$ cat config.mk
export PLATFORM = sky130hd
export DESIGN_NAME = uart_regfront
export DESIGN_NICKNAME = d
export VERILOG_FILES = /design/src/rtl/urf_pkg.sv /design/src/rtl/urf_rx_fifo.sv /design/src/rtl/urf_watermark.sv /design/src/rtl/urf_regbank.sv /design/src/rtl/uart_regfront.sv
export SDC_FILE = /design/constraint.sdc
export NUM_CORES = 1
export LEC_CHECK = 0
export BUFFER_PORTS_ARGS = -buffer_cell sky130_fd_sc_hd__buf_2
export CORE_ASPECT_RATIO = 1.25
export CORE_MARGIN = 3
export CORE_UTILIZATION = 40
export DETAILED_ROUTE_END_ITERATION = 12
export PLACE_DENSITY_LB_ADDON = 0.3
export SLEW_MARGIN = 20
export SYNTH_ARGS = -nofsm -noshare
export SYNTH_HDL_FRONTEND = slang
export SYNTH_SLANG_ARGS = --single-unit
$ cat constraint.sdc
create_clock -name clk -period 5.2 [get_ports clk]
set_input_delay 0.52 -clock clk [delete_from_list [all_inputs] [get_ports clk]]
set_output_delay 0.52 -clock clk [all_outputs]
set_load 0.01 [all_outputs]
$ cat src/rtl/urf_pkg.sv
package urf_pkg;

   localparam int unsigned BUS_W = 32;
   localparam int unsigned BYTE_W = 8;

   localparam logic [7:0] OFF_TXDATA = 8'h00;
   localparam logic [7:0] OFF_RXDATA = 8'h04;
   localparam logic [7:0] OFF_TXCTRL = 8'h08;
   localparam logic [7:0] OFF_RXCTRL = 8'h0C;
   localparam logic [7:0] OFF_IEN    = 8'h10;
   localparam logic [7:0] OFF_PEND   = 8'h14;
   localparam logic [7:0] OFF_DIVISOR = 8'h18;

   localparam logic [BUS_W-1:0] RX_EMPTY_WORD = 32'h8000_0000;

   typedef struct packed {
      logic rx;
      logic tx;
   } wm_t;

endpackage

$ cat src/rtl/urf_rx_fifo.sv
module urf_rx_fifo #(
   parameter int unsigned DEPTH = 8,
   parameter int unsigned W = 8,
   localparam int unsigned PTR_W = (DEPTH > 1) ? $clog2(DEPTH) : 1,
   localparam int unsigned OCC_W = $clog2(DEPTH + 1)
) (
   input  logic             clk,
   input  logic             rst_n,
   input  logic             in_valid,
   input  logic [W-1:0]     in_data,
   output logic             in_ready,
   input  logic             out_pop,
   output logic [W-1:0]     out_data,
   output logic [OCC_W-1:0] occ
);

   localparam bit POW2 = ((DEPTH & (DEPTH - 1)) == 0);

   if (DEPTH < 2) begin : g_bad_depth
      $error("urf_rx_fifo: DEPTH must be at least 2");
   end

   logic [W-1:0]     mem [DEPTH];
   logic [PTR_W-1:0] wr_ptr, rd_ptr, wr_nxt, rd_nxt;
   logic             full, empty, do_push, do_pop;

   assign full     = (occ == OCC_W'(DEPTH));
   assign empty    = (occ == '0);
   assign in_ready = !full;
   assign do_push  = in_valid && !full;
   assign do_pop   = out_pop && !empty;
   assign out_data = mem[rd_ptr];

   if (POW2) begin : g_wrap_natural
      assign wr_nxt = wr_ptr + 1'b1;
      assign rd_nxt = rd_ptr + 1'b1;
   end else begin : g_wrap_compare
      assign wr_nxt = (wr_ptr == PTR_W'(DEPTH - 1)) ? '0 : wr_ptr + 1'b1;
      assign rd_nxt = (rd_ptr == PTR_W'(DEPTH - 1)) ? '0 : rd_ptr + 1'b1;
   end

   always_ff @(posedge clk) begin
      if (do_push) begin
         mem[wr_ptr] <= in_data;
      end
   end

   always_ff @(posedge clk) begin
      if (!rst_n) begin
         wr_ptr <= '0;
         rd_ptr <= '0;
         occ    <= '0;
      end else begin
         if (do_push) wr_ptr <= wr_nxt;
         if (do_pop)  rd_ptr <= rd_nxt;
         case ({do_push, do_pop})
            2'b10:   occ <= occ + 1'b1;
            2'b01:   occ <= occ - 1'b1;
            default: occ <= occ;
         endcase
      end
   end

endmodule

$ cat src/rtl/urf_watermark.sv
module urf_watermark #(
   parameter int unsigned CNT_W = 3,
   parameter int unsigned OCC_W = 4
) (
   input  logic [CNT_W-1:0] tx_cnt,
   input  logic [CNT_W-1:0] rx_cnt,
   input  logic [1:0]       ien,
   input  logic [OCC_W-1:0] occ,
   output urf_pkg::wm_t     pend,
   output logic             irq
);

   localparam int unsigned CMP_W = (CNT_W > OCC_W) ? CNT_W : OCC_W;

   logic [CMP_W-1:0] occ_w, thr_w;

   assign occ_w = CMP_W'(occ);
   assign thr_w = CMP_W'(rx_cnt);

   always_comb begin
      pend.tx = (tx_cnt != '0);
      pend.rx = (occ_w > thr_w);
      irq     = ien[0] || (ien[1] && (occ != '0));
   end

endmodule

$ cat src/rtl/urf_regbank.sv
module urf_regbank
   import urf_pkg::*;
#(
   parameter int unsigned ADDR_W = 5,
   parameter int unsigned OCC_W = 4
) (
   input  logic              clk,
   input  logic              rst_n,
   input  logic              bus_sel,
   input  logic              bus_wr,
   input  logic [ADDR_W-1:0] bus_addr,
   input  logic [3:0]        bus_strb,
   input  logic [BUS_W-1:0]  bus_wdata,
   output logic [BUS_W-1:0]  bus_rdata,
   input  logic [OCC_W-1:0]  occ,
   input  logic [BYTE_W-1:0] head,
   input  wm_t               pend,
   output logic              pop,
   output logic [BUS_W-1:0]  ien_q,
   output logic [BUS_W-1:0]  txctrl_q,
   output logic [BUS_W-1:0]  rxctrl_q,
   output logic              tx_valid,
   output logic [BYTE_W-1:0] tx_data
);

   if (ADDR_W < 5 || ADDR_W > 8) begin : g_bad_addr
      $error("urf_regbank: ADDR_W must be in 5..8");
   end

   logic [BUS_W-1:0] div_q;
   logic acc_ok, rd_ok, wr_ok;
   logic hit_tx, hit_rx, hit_txc, hit_rxc, hit_ien, hit_pend, hit_div;

   assign acc_ok   = bus_sel && (bus_strb == 4'hF);
   assign rd_ok    = acc_ok && !bus_wr;
   assign wr_ok    = acc_ok && bus_wr;

   assign hit_tx   = (bus_addr == ADDR_W'(OFF_TXDATA));
   assign hit_rx   = (bus_addr == ADDR_W'(OFF_RXDATA));
   assign hit_txc  = (bus_addr == ADDR_W'(OFF_TXCTRL));
   assign hit_rxc  = (bus_addr == ADDR_W'(OFF_RXCTRL));
   assign hit_ien  = (bus_addr == ADDR_W'(OFF_IEN));
   assign hit_pend = (bus_addr == ADDR_W'(OFF_PEND));
   assign hit_div  = (bus_addr == ADDR_W'(OFF_DIVISOR));

   assign pop = rd_ok && hit_rx && (occ != '0);

   always_comb begin
      bus_rdata = '0;
      if (rd_ok) begin
         if (hit_rx) begin
            bus_rdata = (occ != '0) ? BUS_W'(head) : RX_EMPTY_WORD;
         end else if (hit_txc) begin
            bus_rdata = txctrl_q;
         end else if (hit_rxc) begin
            bus_rdata = rxctrl_q;
         end else if (hit_ien) begin
            bus_rdata = ien_q;
         end else if (hit_pend) begin
            bus_rdata = {{(BUS_W-2){1'b0}}, pend};
         end else if (hit_div) begin
            bus_rdata = div_q;
         end
      end
   end

   always_ff @(posedge clk) begin
      if (!rst_n) begin
         ien_q    <= '0;
         txctrl_q <= '0;
         rxctrl_q <= '0;
         div_q    <= '0;
         tx_valid <= 1'b0;
         tx_data  <= '0;
      end else begin
         tx_valid <= wr_ok && hit_tx;
         if (wr_ok && hit_tx)  tx_data  <= bus_wdata[BYTE_W-1:0];
         if (wr_ok && hit_ien) ien_q    <= bus_wdata;
         if (wr_ok && hit_txc) txctrl_q <= bus_wdata;
         if (wr_ok && hit_rxc) rxctrl_q <= bus_wdata;
         if (wr_ok && hit_div) div_q    <= bus_wdata;
      end
   end

endmodule

$ cat src/rtl/uart_regfront.sv
module uart_regfront
   import urf_pkg::*;
#(
   parameter int unsigned ADDR_W = 5,
   parameter int unsigned RX_DEPTH = 8,
   parameter int unsigned CNT_LSB = 16,
   parameter int unsigned CNT_W = 3,
   localparam int unsigned OCC_W = $clog2(RX_DEPTH + 1)
) (
   input  logic              clk,
   input  logic              rst_n,
   input  logic              bus_sel,
   input  logic              bus_wr,
   input  logic [ADDR_W-1:0] bus_addr,
   input  logic [3:0]        bus_strb,
   input  logic [31:0]       bus_wdata,
   output logic [31:0]       bus_rdata,
   input  logic              rx_valid,
   input  logic [7:0]        rx_data,
   output logic              rx_ready,
   output logic              tx_valid,
   output logic [7:0]        tx_data,
   output logic              wm_tx,
   output logic              wm_rx,
   output logic              irq
);

   if (CNT_LSB + CNT_W > BUS_W) begin : g_bad_field
      $error("uart_regfront: count field exceeds the register width");
   end

   logic [OCC_W-1:0]  occ;
   logic [BYTE_W-1:0] head;
   logic              fifo_pop;
   logic [BUS_W-1:0]  ien_q, txctrl_q, rxctrl_q;
   wm_t               pend;

   urf_rx_fifo #(.DEPTH(RX_DEPTH), .W(BYTE_W)) u_fifo (
      .clk      (clk),
      .rst_n    (rst_n),
      .in_valid (rx_valid),
      .in_data  (rx_data),
      .in_ready (rx_ready),
      .out_pop  (fifo_pop),
      .out_data (head),
      .occ      (occ)
   );

   urf_regbank #(.ADDR_W(ADDR_W), .OCC_W(OCC_W)) u_regs (
      .clk       (clk),
      .rst_n     (rst_n),
      .bus_sel   (bus_sel),
      .bus_wr    (bus_wr),
      .bus_addr  (bus_addr),
      .bus_strb  (bus_strb),
      .bus_wdata (bus_wdata),
      .bus_rdata (bus_rdata),
      .occ       (occ),
      .head      (head),
      .pend      (pend),
      .pop       (fifo_pop),
      .ien_q     (ien_q),
      .txctrl_q  (txctrl_q),
      .rxctrl_q  (rxctrl_q),
      .tx_valid  (tx_valid),
      .tx_data   (tx_data)
   );

   urf_watermark #(.CNT_W(CNT_W), .OCC_W(OCC_W)) u_wm (
      .tx_cnt (txctrl_q[CNT_LSB +: CNT_W]),
      .rx_cnt (rxctrl_q[CNT_LSB +: CNT_W]),
      .ien    (ien_q[1:0]),
      .occ    (occ),
      .pend   (pend),
      .irq    (irq)
   );

   assign wm_tx = pend.tx;
   assign wm_rx = pend.rx;

endmodule

==> results of run 1 <==
power breakdown:
| group | total, mW | switching, mW | leakage (nW) | internal (mW) |
|---|---|---|---|---|
| Clock | 1.55 | 0.670 | 0.331 | 0.881 |
| Combinational | 0.159 | 0.0959 | 1.50 | 0.0634 |
| Sequential | 1.74 | 0.0100 | 1.79 | 1.73 |
critical path, stage by stage:
cell	delay (ns)
buf_2	0.78
or3b_1	0.55
nor3_4	0.31
buf_4	0.37
a221o_1	0.21
o32ai_1	0.14
buf_2	0.19
cell usage after synthesis (4+ instances only):
master    count  area share, %
nand3_1       7           0.37
mux4_2       16            3.8
nor2_1       61            2.4
clkbuf_1     45            1.8
a221oi_1     27            2.5
edfxtp_1     64             20
or3_1         4           0.26
and2_1        9           0.60
o22ai_1       9           0.60
buf_2        17           0.90
a21boi_1     13            1.0
nor2b_1      49            3.2
a21oi_1      14           0.74
inv_1        15           0.60
mux2i_1      72            7.6
o21ai_0       9           0.48
dfxtp_1     150             32
xnor2_1       4           0.37
nor3_1        5           0.26
a21boi_0     86            6.8
nand2_1     209            8.3
ha_1          8            1.1
final cells by class:
| type | instances | area share [%] |
|---|---|---|
| Inverter | 15 | 0.518 |
| Sequential cell | 214 | 45.3 |
| Clock inverter | 15 | 1.05 |
| Multi-Input combinational cell | 642 | 38.6 |
| Clock buffer | 27 | 5.52 |
| Timing Repair Buffer | 112 | 5.62 |
| Tap cell | 288 | 3.31 |
| Antenna cell | 1 | 0.0230 |
final timing paths:
check	from	to
worst max-delay path	bus_addr[3]	bus_rdata[1]
worst min-delay path	bus_wdata[27]	u_regs.txctrl_q[27]$_SDFFE_PN0P_
worst max register to register	u_fifo.occ[1]$_SDFFE_PN0P_	u_fifo.occ[2]$_SDFFE_PN0P_
worst min register to register	u_regs.ien_q[8]$_SDFFE_PN0P_	u_regs.ien_q[8]$_SDFFE_PN0P_
routing by layer:
metal | vias up | part of all wire (%) | global-route usage [%]
met5 | - | 0.030 | 0
met4 | 2 | 2.1 | 4.87
met3 | 40 | 4.3 | 2.59
met2 | 159 | 49 | 31.4
met1 | 3339 | 44 | 23.9
li1 | 3412 | - | -
flip-flops by register name (all words and copies together), names as in the netlist, 3 cells and up, named ones only:
name             cells
u_fifo.occ           4
u_regs.tx_data       8
u_regs.txctrl_q     32
u_regs.rxctrl_q     32
u_regs.div_q        32
u_fifo.mem          64
u_fifo.wr_ptr        3
u_fifo.rd_ptr        3
u_regs.ien_q        32
cell families after synthesis:
group	Yosys count	share of synthesized area, %
and+or+nand+nor	366	17.5
adders and majority gates	8	1.06
buffers and inverters	83	3.76
muxes	89	11.6
xor gates and xnor gates	7	0.649
DFF	214	52.1
AOI/OAI and AO/OA	172	13.4
through the flow:
step,utilization [%],cell area [um^2],total power [mW],cells,hold WS [ns]
2_1_floorplan,-,9450,1.86,939,0.434
3_3_place_gp,43.9,10200,1.94,1271,0.441
3_5_place_dp,43.9,10200,1.94,1271,0.448
4_1_cts,47.0,10900,3.49,1313,0.260
5_1_grt,47.0,10900,3.57,1314,0.269
6_report,47.0,10900,3.45,1314,0.275
placed cells by master (no fill, tap or decap), drive strengths merged, types with 9 or more instances in the layout:
cell	netlist	layout
a21oi	14	14
a21boi	99	99
inv	15	17
mux4	16	16
nand2	209	209
buf	23	112
mux2i	72	72
edfxtp	64	64
clkbuf	45	27
o21ai	9	9
o22ai	9	9
and2	9	9
a221oi	27	27
nor2b	49	49
nor2	61	61
dfxtp	150	150
==> flow_summary.ini, run 1 <==
[grt]
grt_pass1_wl_mm = 37.0
grt_overflow_total = 0
antenna_found_initial = 2
grt_util_all_layers_pct = 18.2
grt_max_degree = 77
grt_pass1_vias = 6721

[synthesis]
ys_warn_count = 0
synth_seq_cells = 214
synth_fp_nets = 1001
synth-async-reset-ratio_pct = 0
ys_seq_area_share_pct = 52.1
postSynthAreaPerCell_um2 = 10.1
syn_inst = 939
yosysUniqueCellTypes = 50
ys.flop_type = dfxtp_1
netlist_area_um2 = 9450
synth_edf_count = 64

[timing]
fmax_mhz = 278
slew_headroom_pct = 30.2
skew_ns = 0.0173
finalSetupViolCount = 0
period_needed_ns = 3.60
rsz0062_at_grt = false
final.setup.tns_ns = 0
finalMaxSlewViolations = 0
tightestPinTransition_ns = 1.05
finalWorstSetupSlack_ns = 1.60
timing.final.crit_share_pct = 69.2
hold_viol = 0

[floorplanning]
die_area_um2 = 25500
dieWidth_um = 143
die_h_um = 178
io_pins = 99
rows = 62
initial_core_util_pct = 40.9
core-area_um2 = 23100

[place]
gp_congestion = 0.786
place_ws_ns = 1.35
dp_hpwl_mm = 14.8
port_buffers = 98

[cells_and_area]
syn2layout_area_growth_pct = 15.0
multi_input_area_um2 = 4200
drive_gt1_share_pct = 17.3
seq_area_um2 = 4930
final_nets = 1070
nFillCells = 2193

[clocking]
cts_root_buf = clkbuf_16
path_clk_slew_ns = 0.07
tritoncts = yes
post_cts_buffers = 0
cts_hold_buf = 0
cts-buffers-inserted = 23
clock_path_buffers = 3
h-tree-depth = 1
clk_latency_ns = 0.51
cts_resized = 0
cts.sinks = 214

[worst_setup_path]
end_kind = output pin
worstPathArrival_ns = 3.08
required_ns = 4.68
crit_fanout = 38
start_kind = input port
worstRegToRegCells = 11
path_class = in -> out
r2r_slack_ns = 2.09

[hold_path]
min_path_type = in -> reg
whs_path_depth = 3

[pwr]
leakage_nw = 3.63
irDropWorstVdd_uv = 249
power_density_nw_per_um2 = 318

[drt]
drt-total-wl_mm = 23.4
drt_first_pass_iters = 4
via_per_inst = 5.29
wl_per_cell_um = 17.8
via_count = 6952
drtIter0Drc = 350
drcViolationCount = 0
ant_nets = 0

[job]
cap_violations = 0

[outcome]
outcome = finished, final reports clean
(Power assumes the default switching activity.)
==> run 2: changes to the inputs <==
==> constraint.sdc (replaced) <==
create_clock -name clk -period 3.1 [get_ports clk]
set_input_delay 0.31 -clock clk [delete_from_list [all_inputs] [get_ports clk]]
set_output_delay 0.31 -clock clk [all_outputs]
set_load 0.01 [all_outputs]
==> flow_summary.ini, run 2 (same netlist as run 1, synthesis figures left out) <==
[place]
gp_congestion = 0.809
dp.cells = 1291
post_dp_cell_area_um2 = 10300
dp_hpwl_mm = 15.0
port_buffers = 98

[pwr]
irDropWorstVdd_uv = 334
intPower_mw = 4.61
p_clk_share_pct = 45.6
power_density_nw_per_um2 = 533
leakage_nw = 3.75
swShare_pct = 21.4
switchingPower_mw = 1.26
seqPwrFrac_pct = 49.8
combPwrFrac_pct = 4.6

[timing]
finalSetupViolCount = 0
finalMaxSlewViolations = 0
fmax_mhz = 342
skew_ns = 0.0177
hold_viol = 0
timing.final.crit_share_pct = 94.4
final.setup.tns_ns = 0
tightestPinTransition_ns = 0.671
period_needed_ns = 2.93
holdWs_ns = 0.0619
rsz0062_at_grt = false
slew_headroom_pct = 55.2

[floorplanning]
rows = 62
io_pins = 99
initial_core_util_pct = 40.9
die_area_um2 = 25500
dieWidth_um = 143
core-area_um2 = 23100
die_h_um = 178

[worst_setup_path]
crit_family = compound AO/OA/AOI/OAI gates
crit_end = bus_rdata[1]
cp_cell_sequence = inv_1 -> ha_1 -> a31oi_1 -> a2bb2oi_1 -> a21oi_1 -> o32ai_1 -> buf_2
cpMaxStageDelayCell = o32ai_1
critical_path_depth = 7
path_buf_inv = 2
r2r_slack_ns = 0.43
start_kind = flip-flop
end_kind = output pin
slowest_delay_ns = 0.48
worstRegToRegCells = 11
required_ns = 2.79
rr_endpoint = u_fifo.occ[2]$_SDFFE_PN0P_
path_class = reg -> out
crit_start = u_fifo.occ[0]$_SDFFE_PN0P_
crit_fanout = 6
r2r_start = u_fifo.occ[1]$_SDFFE_PN0P_
worstPathArrival_ns = 2.62

[drt]
ant_nets = 0
via_count = 7052
drt_first_pass_iters = 5
drt-total-wl_mm = 23.9
wl_per_cell_um = 17.9
drtIter0Drc = 410
drcViolationCount = 0
via_per_inst = 5.30

[clocking]
clk_latency_ns = 0.52
h-tree-depth = 1
post_cts_buffers = 0
path_clk_slew_ns = 0.07
tritoncts = yes
cts.sinks = 214
cts_hold_buf = 0
cts_root_buf = clkbuf_16
cts_resized = 0
cts-buffers-inserted = 23
clock_path_buffers = 3

[cells_and_area]
drive_gt1_share_pct = 17.9
postLayoutCoreUtil_pct = 47.7
final_nets = 1090
largest_reg_flops = 64
syn2layout_area_growth_pct = 16.6
layout_commonest_cell = nand2_1
largest_register = u_fifo.mem
diodes = 0
fin_area_um2 = 11000
stdcell_count = 1330
nFillCells = 2181
layout_common_cells = 209 x nand2_1, 150 x dfxtp_1, 97 x buf_2

[hold_path]
whs_path_depth = 3
hold_start = bus_wdata[29]
min_path_type = in -> reg

[grt]
grt_util_all_layers_pct = 18.5
antenna_found_initial = 1
grt_pass1_wl_mm = 37.5
grt_overflow_total = 0
grt_max_degree = 149
grt_pass1_vias = 6889

[job]
cap_violations = 0

[outcome]
outcome = finished, final reports clean
run 2: metal layers:
metal | vias to the layer above | wire length [um] | global-route usage (%)
met2 | 172 | 11600 | 31.5
li1 | 3448 | - | -
met3 | 37 | 1200 | 2.99
met5 | - | 12 | 0
met1 | 3393 | 10500 | 24.0
met4 | 2 | 554 | 5.81
run 2: worst register-to-register path, delay by kind of cell, from the launching register on:
family          cells  cell delay (ns)
compound gates      2             0.31
fa+ha+maj           2             0.45
flops               1             0.39
xor+xnor            2             0.26
simple gates        4             1.12
buf+inv             1             0.06
run 2: through the flow:
step / setup WS [ns] / power (mW)
floorplan: 0.261 / 3.13
global placement: 0.261 / 3.25
detailed placement: 0.234 / 3.26
CTS: 0.196 / 5.94
global route: 0.0954 / 6.08
finish: 0.173 / 5.87
run 2: how the worst min path moves through the flow:
stage | slack [ns] | end
global route | 0.06 | u_regs.txctrl_q[28]$_SDFFE_PN0P_
floorplan | 0.41 | u_fifo.mem[0][0]$_DFFE_PP_
CTS | 0.04 | u_regs.rxctrl_q[30]$_SDFFE_PN0P_
global placement | 0.44 | u_regs.rxctrl_q[22]$_SDFFE_PN0P_
detailed placement | 0.45 | u_regs.ien_q[11]$_SDFFE_PN0P_
finish | 0.06 | u_regs.rxctrl_q[29]$_SDFFE_PN0P_
run 2: power by group through the flow:
stage	logic (mW)	registers (mW)	clock network [mW]
after floorplan	0.151	2.98	0
after global placement	0.270	2.98	0
after detailed placement	0.271	2.99	0
after CTS	0.273	2.92	2.74
after global routing	0.296	2.93	2.86
final	0.271	2.92	2.68
run 2: layout make-up:
cell class                 count  area [um^2]  area share [%]
timing repair buffer         132          773            7.02
tap                          288          360            3.27
clock buffer                  33          641            5.81
sequential                   214         4920            44.7
inverter                      15         56.3           0.511
multi-input combinational    642         4180            38.0
clock inverter                 6         82.6           0.749
